===== config.mk =====
export PLATFORM = sky130hd
export DESIGN_NAME = noise_voice
export DESIGN_NICKNAME = d
export VERILOG_FILES = /design/src/rtl/noise_pkg.sv /design/src/rtl/noise_shifter.sv /design/src/rtl/noise_env.sv /design/src/rtl/noise_len.sv /design/src/rtl/noise_voice.sv
export SDC_FILE = /design/constraint.sdc
export NUM_CORES = 1
export LEC_CHECK = 0
export BUFFER_PORTS_ARGS = -buffer_cell sky130_fd_sc_hd__buf_4
export CORE_ASPECT_RATIO = 0.8
export CORE_UTILIZATION = 55
export DETAILED_ROUTE_END_ITERATION = 16
export PLACE_DENSITY = 0.75
export SYNTH_ARGS = -nofsm -noshare
export SYNTH_HDL_FRONTEND = slang
export SYNTH_SLANG_ARGS = --single-unit

===== constraint.sdc =====
create_clock -name clk -period 7.29 [get_ports clk]
set_clock_uncertainty 0.05 [all_clocks]
set_input_delay 1.0935 -clock clk [delete_from_list [all_inputs] [get_ports clk]]
set_output_delay 1.0935 -clock clk [all_outputs]
set_load 0.02 [all_outputs]

===== src/rtl/noise_pkg.sv =====
package noise_pkg;

    localparam int PER_W = 12;
    localparam int LEN_W = 8;

    function automatic logic [PER_W-1:0] period_lut(input logic [3:0] idx);
        logic [PER_W-1:0] p;
        case (idx)
            4'd0:  p = 12'd4;
            4'd1:  p = 12'd8;
            4'd2:  p = 12'd16;
            4'd3:  p = 12'd32;
            4'd4:  p = 12'd64;
            4'd5:  p = 12'd96;
            4'd6:  p = 12'd128;
            4'd7:  p = 12'd160;
            4'd8:  p = 12'd202;
            4'd9:  p = 12'd254;
            4'd10: p = 12'd380;
            4'd11: p = 12'd508;
            4'd12: p = 12'd762;
            4'd13: p = 12'd1016;
            4'd14: p = 12'd2034;
            default: p = 12'd4068;
        endcase
        return p;
    endfunction

    // Odd indices above 1 give idx-1; even indices come from two scaled rows.
    function automatic logic [LEN_W-1:0] length_lut(input logic [4:0] idx);
        logic [LEN_W-1:0] v;
        if (idx == 5'd1) begin
            v = 8'd254;
        end else if (idx[0]) begin
            v = {3'b000, idx} - 8'd1;
        end else begin
            case (idx[3:1])
                3'd0: v = idx[4] ? 8'd12 : 8'd10;
                3'd1: v = idx[4] ? 8'd24 : 8'd20;
                3'd2: v = idx[4] ? 8'd48 : 8'd40;
                3'd3: v = idx[4] ? 8'd96 : 8'd80;
                3'd4: v = idx[4] ? 8'd192 : 8'd160;
                3'd5: v = idx[4] ? 8'd72 : 8'd60;
                3'd6: v = idx[4] ? 8'd16 : 8'd14;
                default: v = idx[4] ? 8'd32 : 8'd26;
            endcase
        end
        return v;
    endfunction

endpackage


===== src/rtl/noise_shifter.sv =====
module noise_shifter
    import noise_pkg::*;
#(
    parameter int LFSR_W = 15,
    parameter int TAP_LONG = 1,
    parameter int TAP_SHORT = 6
) (
    input  logic       clk,
    input  logic       rst_n,
    input  logic       per_we,
    input  logic [7:0] per_wdata,
    output logic       gate_o
);

    typedef struct packed {
        logic [LFSR_W-1:0] sr;
        logic [PER_W-1:0]  cnt;
        logic [3:0]        sel;
        logic              short_mode;
    } shift_st_t;

    localparam shift_st_t RESET_ST = '{
        sr: LFSR_W'(1),
        cnt: PER_W'(3),
        sel: 4'd0,
        short_mode: 1'b0
    };

    shift_st_t st_q, st_d;
    logic [PER_W-1:0] cur_per, new_per;
    logic             tap_bit;
    logic [2:0]       unused_per_bits;

    assign unused_per_bits = per_wdata[6:4];

    always_comb begin
        cur_per = period_lut(st_q.sel);
        new_per = period_lut(per_wdata[3:0]);
        tap_bit = st_q.short_mode ? st_q.sr[TAP_SHORT] : st_q.sr[TAP_LONG];
        st_d = st_q;
        if (st_q.cnt == '0) begin
            st_d.sr  = {st_q.sr[0] ^ tap_bit, st_q.sr[LFSR_W-1:1]};
            st_d.cnt = cur_per - PER_W'(1);
        end else begin
            st_d.cnt = st_q.cnt - PER_W'(1);
        end
        if (per_we) begin
            st_d.sel        = per_wdata[3:0];
            st_d.short_mode = per_wdata[7];
            if (st_d.cnt > new_per - PER_W'(1)) begin
                st_d.cnt = new_per - PER_W'(1);
            end
        end
    end

    always_ff @(posedge clk) begin
        if (!rst_n) begin
            st_q <= RESET_ST;
        end else begin
            st_q <= st_d;
        end
    end

    assign gate_o = st_q.sr[LFSR_W-1];

    p_never_zero_r2: assert property (@(posedge clk) disable iff (!rst_n)
        st_q.sr != '0);
    p_step_changes_r2: assert property (@(posedge clk) disable iff (!rst_n)
        (st_q.cnt == '0) |=> (st_q.sr != $past(st_q.sr)));
    p_hold_between_r3: assert property (@(posedge clk) disable iff (!rst_n)
        (st_q.cnt != '0) |=> $stable(st_q.sr));
    p_count_in_range_r4: assert property (@(posedge clk) disable iff (!rst_n)
        st_q.cnt < cur_per);

endmodule


===== src/rtl/noise_env.sv =====
module noise_env #(
    parameter int VOL_W = 4
) (
    input  logic             clk,
    input  logic             rst_n,
    input  logic             vol_we,
    input  logic [7:0]       vol_wdata,
    input  logic             len_we,
    input  logic             qtr_tick,
    output logic [VOL_W-1:0] level_o,
    output logic             loop_o
);

    localparam logic [VOL_W-1:0] TOP = '1;

    typedef struct packed {
        logic [VOL_W-1:0] vol;
        logic             fixed;
        logic             loop;
        logic [VOL_W-1:0] lvl;
        logic [VOL_W-1:0] div;
        logic             restart;
    } env_st_t;

    env_st_t      st_q, st_d;
    logic [VOL_W:0] div_inc;
    logic [1:0]   unused_vol_bits;

    assign unused_vol_bits = vol_wdata[7:6];

    always_comb begin
        st_d    = st_q;
        div_inc = {1'b0, st_q.div} + (VOL_W+1)'(1);
        if (qtr_tick) begin
            if (st_q.restart) begin
                st_d.lvl     = TOP;
                st_d.div     = '0;
                st_d.restart = 1'b0;
            end else if (div_inc > {1'b0, st_q.vol}) begin
                st_d.div = '0;
                if (st_q.lvl != '0) begin
                    st_d.lvl = st_q.lvl - VOL_W'(1);
                end else if (st_q.loop) begin
                    st_d.lvl = TOP;
                end
            end else begin
                st_d.div = div_inc[VOL_W-1:0];
            end
        end
        if (len_we) begin
            st_d.restart = 1'b1;
        end
        if (vol_we) begin
            st_d.vol   = vol_wdata[VOL_W-1:0];
            st_d.fixed = vol_wdata[4];
            st_d.loop  = vol_wdata[5];
        end
    end

    always_ff @(posedge clk) begin
        if (!rst_n) begin
            st_q <= '0;
        end else begin
            st_q <= st_d;
        end
    end

    assign level_o = st_q.fixed ? st_q.vol : st_q.lvl;
    assign loop_o  = st_q.loop;

    p_restart_top_r7: assert property (@(posedge clk) disable iff (!rst_n)
        (qtr_tick && st_q.restart) |=> (st_q.lvl == TOP && st_q.div == '0));
    p_level_moves_r8: assert property (@(posedge clk) disable iff (!rst_n)
        (qtr_tick && !st_q.restart) |=> (st_q.lvl == $past(st_q.lvl)
            || st_q.lvl == $past(st_q.lvl) - VOL_W'(1)
            || ($past(st_q.lvl) == '0 && st_q.lvl == TOP)));
    p_no_tick_hold_r8: assert property (@(posedge clk) disable iff (!rst_n)
        !qtr_tick |=> $stable(st_q.lvl));
    p_floor_noloop_r9: assert property (@(posedge clk) disable iff (!rst_n)
        (qtr_tick && !st_q.restart && !st_q.loop && st_q.lvl == '0) |=> (st_q.lvl == '0));

endmodule


===== src/rtl/noise_len.sv =====
module noise_len
    import noise_pkg::*;
(
    input  logic       clk,
    input  logic       rst_n,
    input  logic       chan_en,
    input  logic       len_we,
    input  logic [4:0] len_idx,
    input  logic       half_tick,
    input  logic       freeze,
    output logic       active_o
);

    typedef struct packed {
        logic [LEN_W-1:0] cnt;
    } len_st_t;

    len_st_t st_q, st_d;

    always_comb begin
        st_d = st_q;
        if (!chan_en) begin
            st_d.cnt = '0;
        end else if (len_we) begin
            st_d.cnt = length_lut(len_idx);
        end else if (half_tick && !freeze && st_q.cnt != '0) begin
            st_d.cnt = st_q.cnt - LEN_W'(1);
        end
    end

    always_ff @(posedge clk) begin
        if (!rst_n) begin
            st_q <= '0;
        end else begin
            st_q <= st_d;
        end
    end

    assign active_o = (st_q.cnt != '0);

    p_disable_clears_r11: assert property (@(posedge clk) disable iff (!rst_n)
        !chan_en |=> (st_q.cnt == '0));
    p_load_nonzero_r10: assert property (@(posedge clk) disable iff (!rst_n)
        (chan_en && len_we) |=> (st_q.cnt != '0));
    p_frozen_r12: assert property (@(posedge clk) disable iff (!rst_n)
        (chan_en && !len_we && freeze) |=> $stable(st_q.cnt));
    p_step_down_r12: assert property (@(posedge clk) disable iff (!rst_n)
        (chan_en && !len_we && half_tick && !freeze && st_q.cnt != '0)
            |=> (st_q.cnt == $past(st_q.cnt) - LEN_W'(1)));

endmodule


===== src/rtl/noise_voice.sv =====
module noise_voice #(
    parameter int LFSR_W = 15,
    parameter int TAP_LONG = 1,
    parameter int TAP_SHORT = 6,
    parameter int VOL_W = 4
) (
    input  logic             clk,
    input  logic             rst_n,
    input  logic             chan_en,
    input  logic             vol_we,
    input  logic [7:0]       vol_wdata,
    input  logic             per_we,
    input  logic [7:0]       per_wdata,
    input  logic             len_we,
    input  logic [7:0]       len_wdata,
    input  logic             qtr_tick,
    input  logic             half_tick,
    output logic [VOL_W-1:0] amp_o,
    output logic             len_active_o
);

    logic             gate;
    logic             loop;
    logic [VOL_W-1:0] level;
    logic [2:0]       unused_len_bits;

    assign unused_len_bits = len_wdata[2:0];

    noise_shifter #(
        .LFSR_W(LFSR_W),
        .TAP_LONG(TAP_LONG),
        .TAP_SHORT(TAP_SHORT)
    ) u_shift (
        .clk(clk),
        .rst_n(rst_n),
        .per_we(per_we),
        .per_wdata(per_wdata),
        .gate_o(gate)
    );

    noise_env #(
        .VOL_W(VOL_W)
    ) u_env (
        .clk(clk),
        .rst_n(rst_n),
        .vol_we(vol_we),
        .vol_wdata(vol_wdata),
        .len_we(len_we),
        .qtr_tick(qtr_tick),
        .level_o(level),
        .loop_o(loop)
    );

    noise_len u_len (
        .clk(clk),
        .rst_n(rst_n),
        .chan_en(chan_en),
        .len_we(len_we),
        .len_idx(len_wdata[7:3]),
        .half_tick(half_tick),
        .freeze(loop),
        .active_o(len_active_o)
    );

    assign amp_o = (gate && len_active_o) ? level : '0;

    p_silent_when_expired_r5: assert property (@(posedge clk) disable iff (!rst_n)
        !len_active_o |-> (amp_o == '0));
    p_silent_when_low_r5: assert property (@(posedge clk) disable iff (!rst_n)
        !gate |-> (amp_o == '0));

endmodule


==> metrics.cfg <==
[status]
status=finished, final reports clean

[routing]
wirelength_um=8980
via_count=3629
drt_iter0_markers=276
avgViaCountPerCell=5.89
route.detailed.drc=0
drt_pre_antenna_iters=5
final_antenna_net_count=0
routedWlPerCell_um=14.6

[pwr]
sw_frac_of_total=0.367
power_density_mw_per_mm2=260
vdd_drop_max_uv=133
pwr-share-seq=0.377
power_leakage_nw=1.79
clkPwrFrac=0.268
p_sw_mw=0.425
p_int_mw=0.735
comb_power_share=0.355

[global_routing]
gr-usage-met3=0.0581
overflow=0
first_global_vias=3224
grt_pass1_wl_um=14900
grt_antenna_before_repair=0
track_usage=0.242
use_met1=0.322
top_usage_layer=met2
grt_start_max_net_pins=34
use_met2=0.382

[sta]
finalHoldViolations=0
fin_crit_sh=0.609
holdWs_ps=406
tns_ps=0
slew_headroom=0.311
grt_setup_unrepaired=no
setup_violations=0
fin_crit_ps=4440
worst_pin_slew_ps=1030
clock.fmax_mhz=225
slew_viol_final=0

[floorplan]
die_h_um=78.9
io_pins=37
die-area_mm2=0.00774
floorplan.rows=27
initial_core_util=0.579
core_mm2=0.00703
dieWidth_um=98.1

[clocking]
htreeDepth=3
clkTransAtPathRegs_ps=70
cts_buffers=9
clock_path_buffers=2
cts_root_buffer=clkbuf_8
cts_hold_buf=0
clock_latency_ps=350
post_cts_buffers=0
clock_sinks=66
tritoncts=done
ctsResizeCount=0

[final_layout]
drive_gt1_frac=0.113
fillers=609
antenna_cells=0
fin_nets=578
multiInputGateArea_mm2=0.00251
seq_area_mm2=0.00132
syn2layout_area_growth_pct=9.88
final_cell_count_no_fill=616

[place]
dp_hpwl_um=6610
io_buffers=28
dp.cells=600
place.gp.congestion=0.871

[yosys]
ys_ff_latch=66
seq_area_frac_synth=0.325
async_flop_share=0
synthFlopType=dfxtp_1
synth.distinct_cells=66
avgSynthCellArea_um2=7.92
synth_area_mm2=0.00407
synthesis.nets=567
syn_inst=513
ys.warnings.count=0
synth_edf_count=0

[setup_path]
crit_start=per_wdata[2]
required_ps=7470
rr_worst_depth=12
crit_type=in -> reg
cp-end-kind=flip-flop
rr_startpoint=u_shift.st_q[5]
arrival_ps=4630
path_max_fanout=14
worstSetupStartpointType=primary input

[hold_path]
hold_path.class=reg -> reg
min-delay-start=u_shift.st_q[28]
hold_depth=2

[flow_run]
maxCapViolCount=0

-- sequential cells by signal, indices dropped and copies added (netlist names) --
name and cells:
u_env.loop_o 1, u_env.st_q 14, u_len.st_q 8, u_shift.cur_per 11, u_shift.gate_o 1, u_shift.st_q 31
-- placed cells by master, fill, tap and decap left out, types with 3 or more instances in the layout --
cell type	n
a31oi_1	3
nand2_1	62
o21a_1	3
o21ai_0	27
nor4_1	4
nor2_1	48
o21ai_1	4
a21o_1	3
a211oi_1	8
nor2b_1	5
nand4_1	8
dfxtp_1	66
ha_1	22
o31ai_1	10
inv_1	31
xnor2_1	16
nand3_1	18
a21oi_1	46
clkbuf_8	10
mux2_2	4
xor2_1	12
mux2i_1	17
nor3_1	13
and3_1	3
nand3b_1	3
buf_4	28
-- synthesized netlist by cell type (all sizes together), types with 5 or more instances --
| master | number | area (um2) |
|---|---|---|
| nand3 | 18 | 90.1 |
| nor2b | 5 | 31.3 |
| a21oi | 46 | 230 |
| nor4 | 7 | 71.3 |
| xor2 | 12 | 105 |
| o21ai | 31 | 155 |
| mux2i | 17 | 170 |
| mux2 | 5 | 60.1 |
| nor3 | 14 | 75.1 |
| buf | 6 | 31.3 |
| a211oi | 8 | 60.1 |
| nand4 | 9 | 62.6 |
| o31ai | 10 | 75.1 |
| inv | 31 | 116 |
| clkbuf | 22 | 82.6 |
| dfxtp | 66 | 1320 |
| ha | 22 | 275 |
| xnor2 | 16 | 140 |
| nor2 | 49 | 186 |
| nand2 | 62 | 233 |
-- cell families (layout without fill, tap and decap cells) --
group,after synthesis,count (layout),synth area share
AND/OR/NAND/NOR,189,189,0.229
AO/OA/AOI/OAI,125,125,0.199
flip-flops,66,66,0.325
buffers and inverters,59,75,0.0566
XOR/XNOR,28,28,0.0603
adder cells (fa/ha/maj),24,24,0.0726
multiplexers,22,22,0.0566
-- worst paths after layout --
check	to	slack [ps]
setup / recovery	u_shift.st_q[6]	2850
hold / removal	u_shift.st_q[28]	410
setup reg to reg	u_shift.st_q[6]	3060
hold reg to reg	u_shift.st_q[28]	410
-- area by class of cell --
class | count | share of cell area
tap | 87 | 0.0244
multi-input combinational | 388 | 0.563
inverter | 31 | 0.0261
clock inverter | 4 | 0.0115
clock buffer | 12 | 0.0325
sequential | 66 | 0.296
timing repair buffer | 28 | 0.0471
-- power groups by stage --
stage	combinational (mW)	clock, mW	sequential [mW]
2_1_floorplan	0.325	0	0.435
3_3_place_gp	0.388	0	0.443
3_5_place_dp	0.405	0	0.445
4_1_cts	0.408	0.318	0.436
5_1_grt	0.456	0.332	0.442
6_report	0.412	0.311	0.437
-- per-stage QoR --
step / util / cell area, um2 / power [mW] / setup WS (ps)
3_5_place_dp: 0.608 / 4270 / 0.849 / 2570
3_3_place_gp: 0.608 / 4270 / 0.830 / 2710
6_report: 0.636 / 4470 / 1.16 / 2850
5_1_grt: 0.636 / 4470 / 1.23 / 2530
4_1_cts: 0.636 / 4470 / 1.16 / 2920
2_1_floorplan: - / 4070 / 0.759 / 3130
-- layer usage --
| layer | routed length [um] | share of wire | up-vias |
|---|---|---|---|
| met5 | 0 | 0 | - |
| met4 | 210 | 0.023 | 0 |
| met3 | 532 | 0.059 | 27 |
| met2 | 3870 | 0.43 | 118 |
| met1 | 4370 | 0.49 | 1643 |
| li1 | - | - | 1841 |
-- critical path, cell delays in order --
cell and delay (ps):
buf_4 160, inv_1 110, maj3_1 370, a21oi_1 180, ha_1 310, inv_1 110
o21ai_0 100, mux2i_1 100, o21ai_0 340, ha_1 210, nand4_1 170, a211oi_1 270
a2111oi_2 110, nor3_2 570, mux2i_1 310, nand2_1 90
Note: power is estimated with default switching activity, not from simulation.
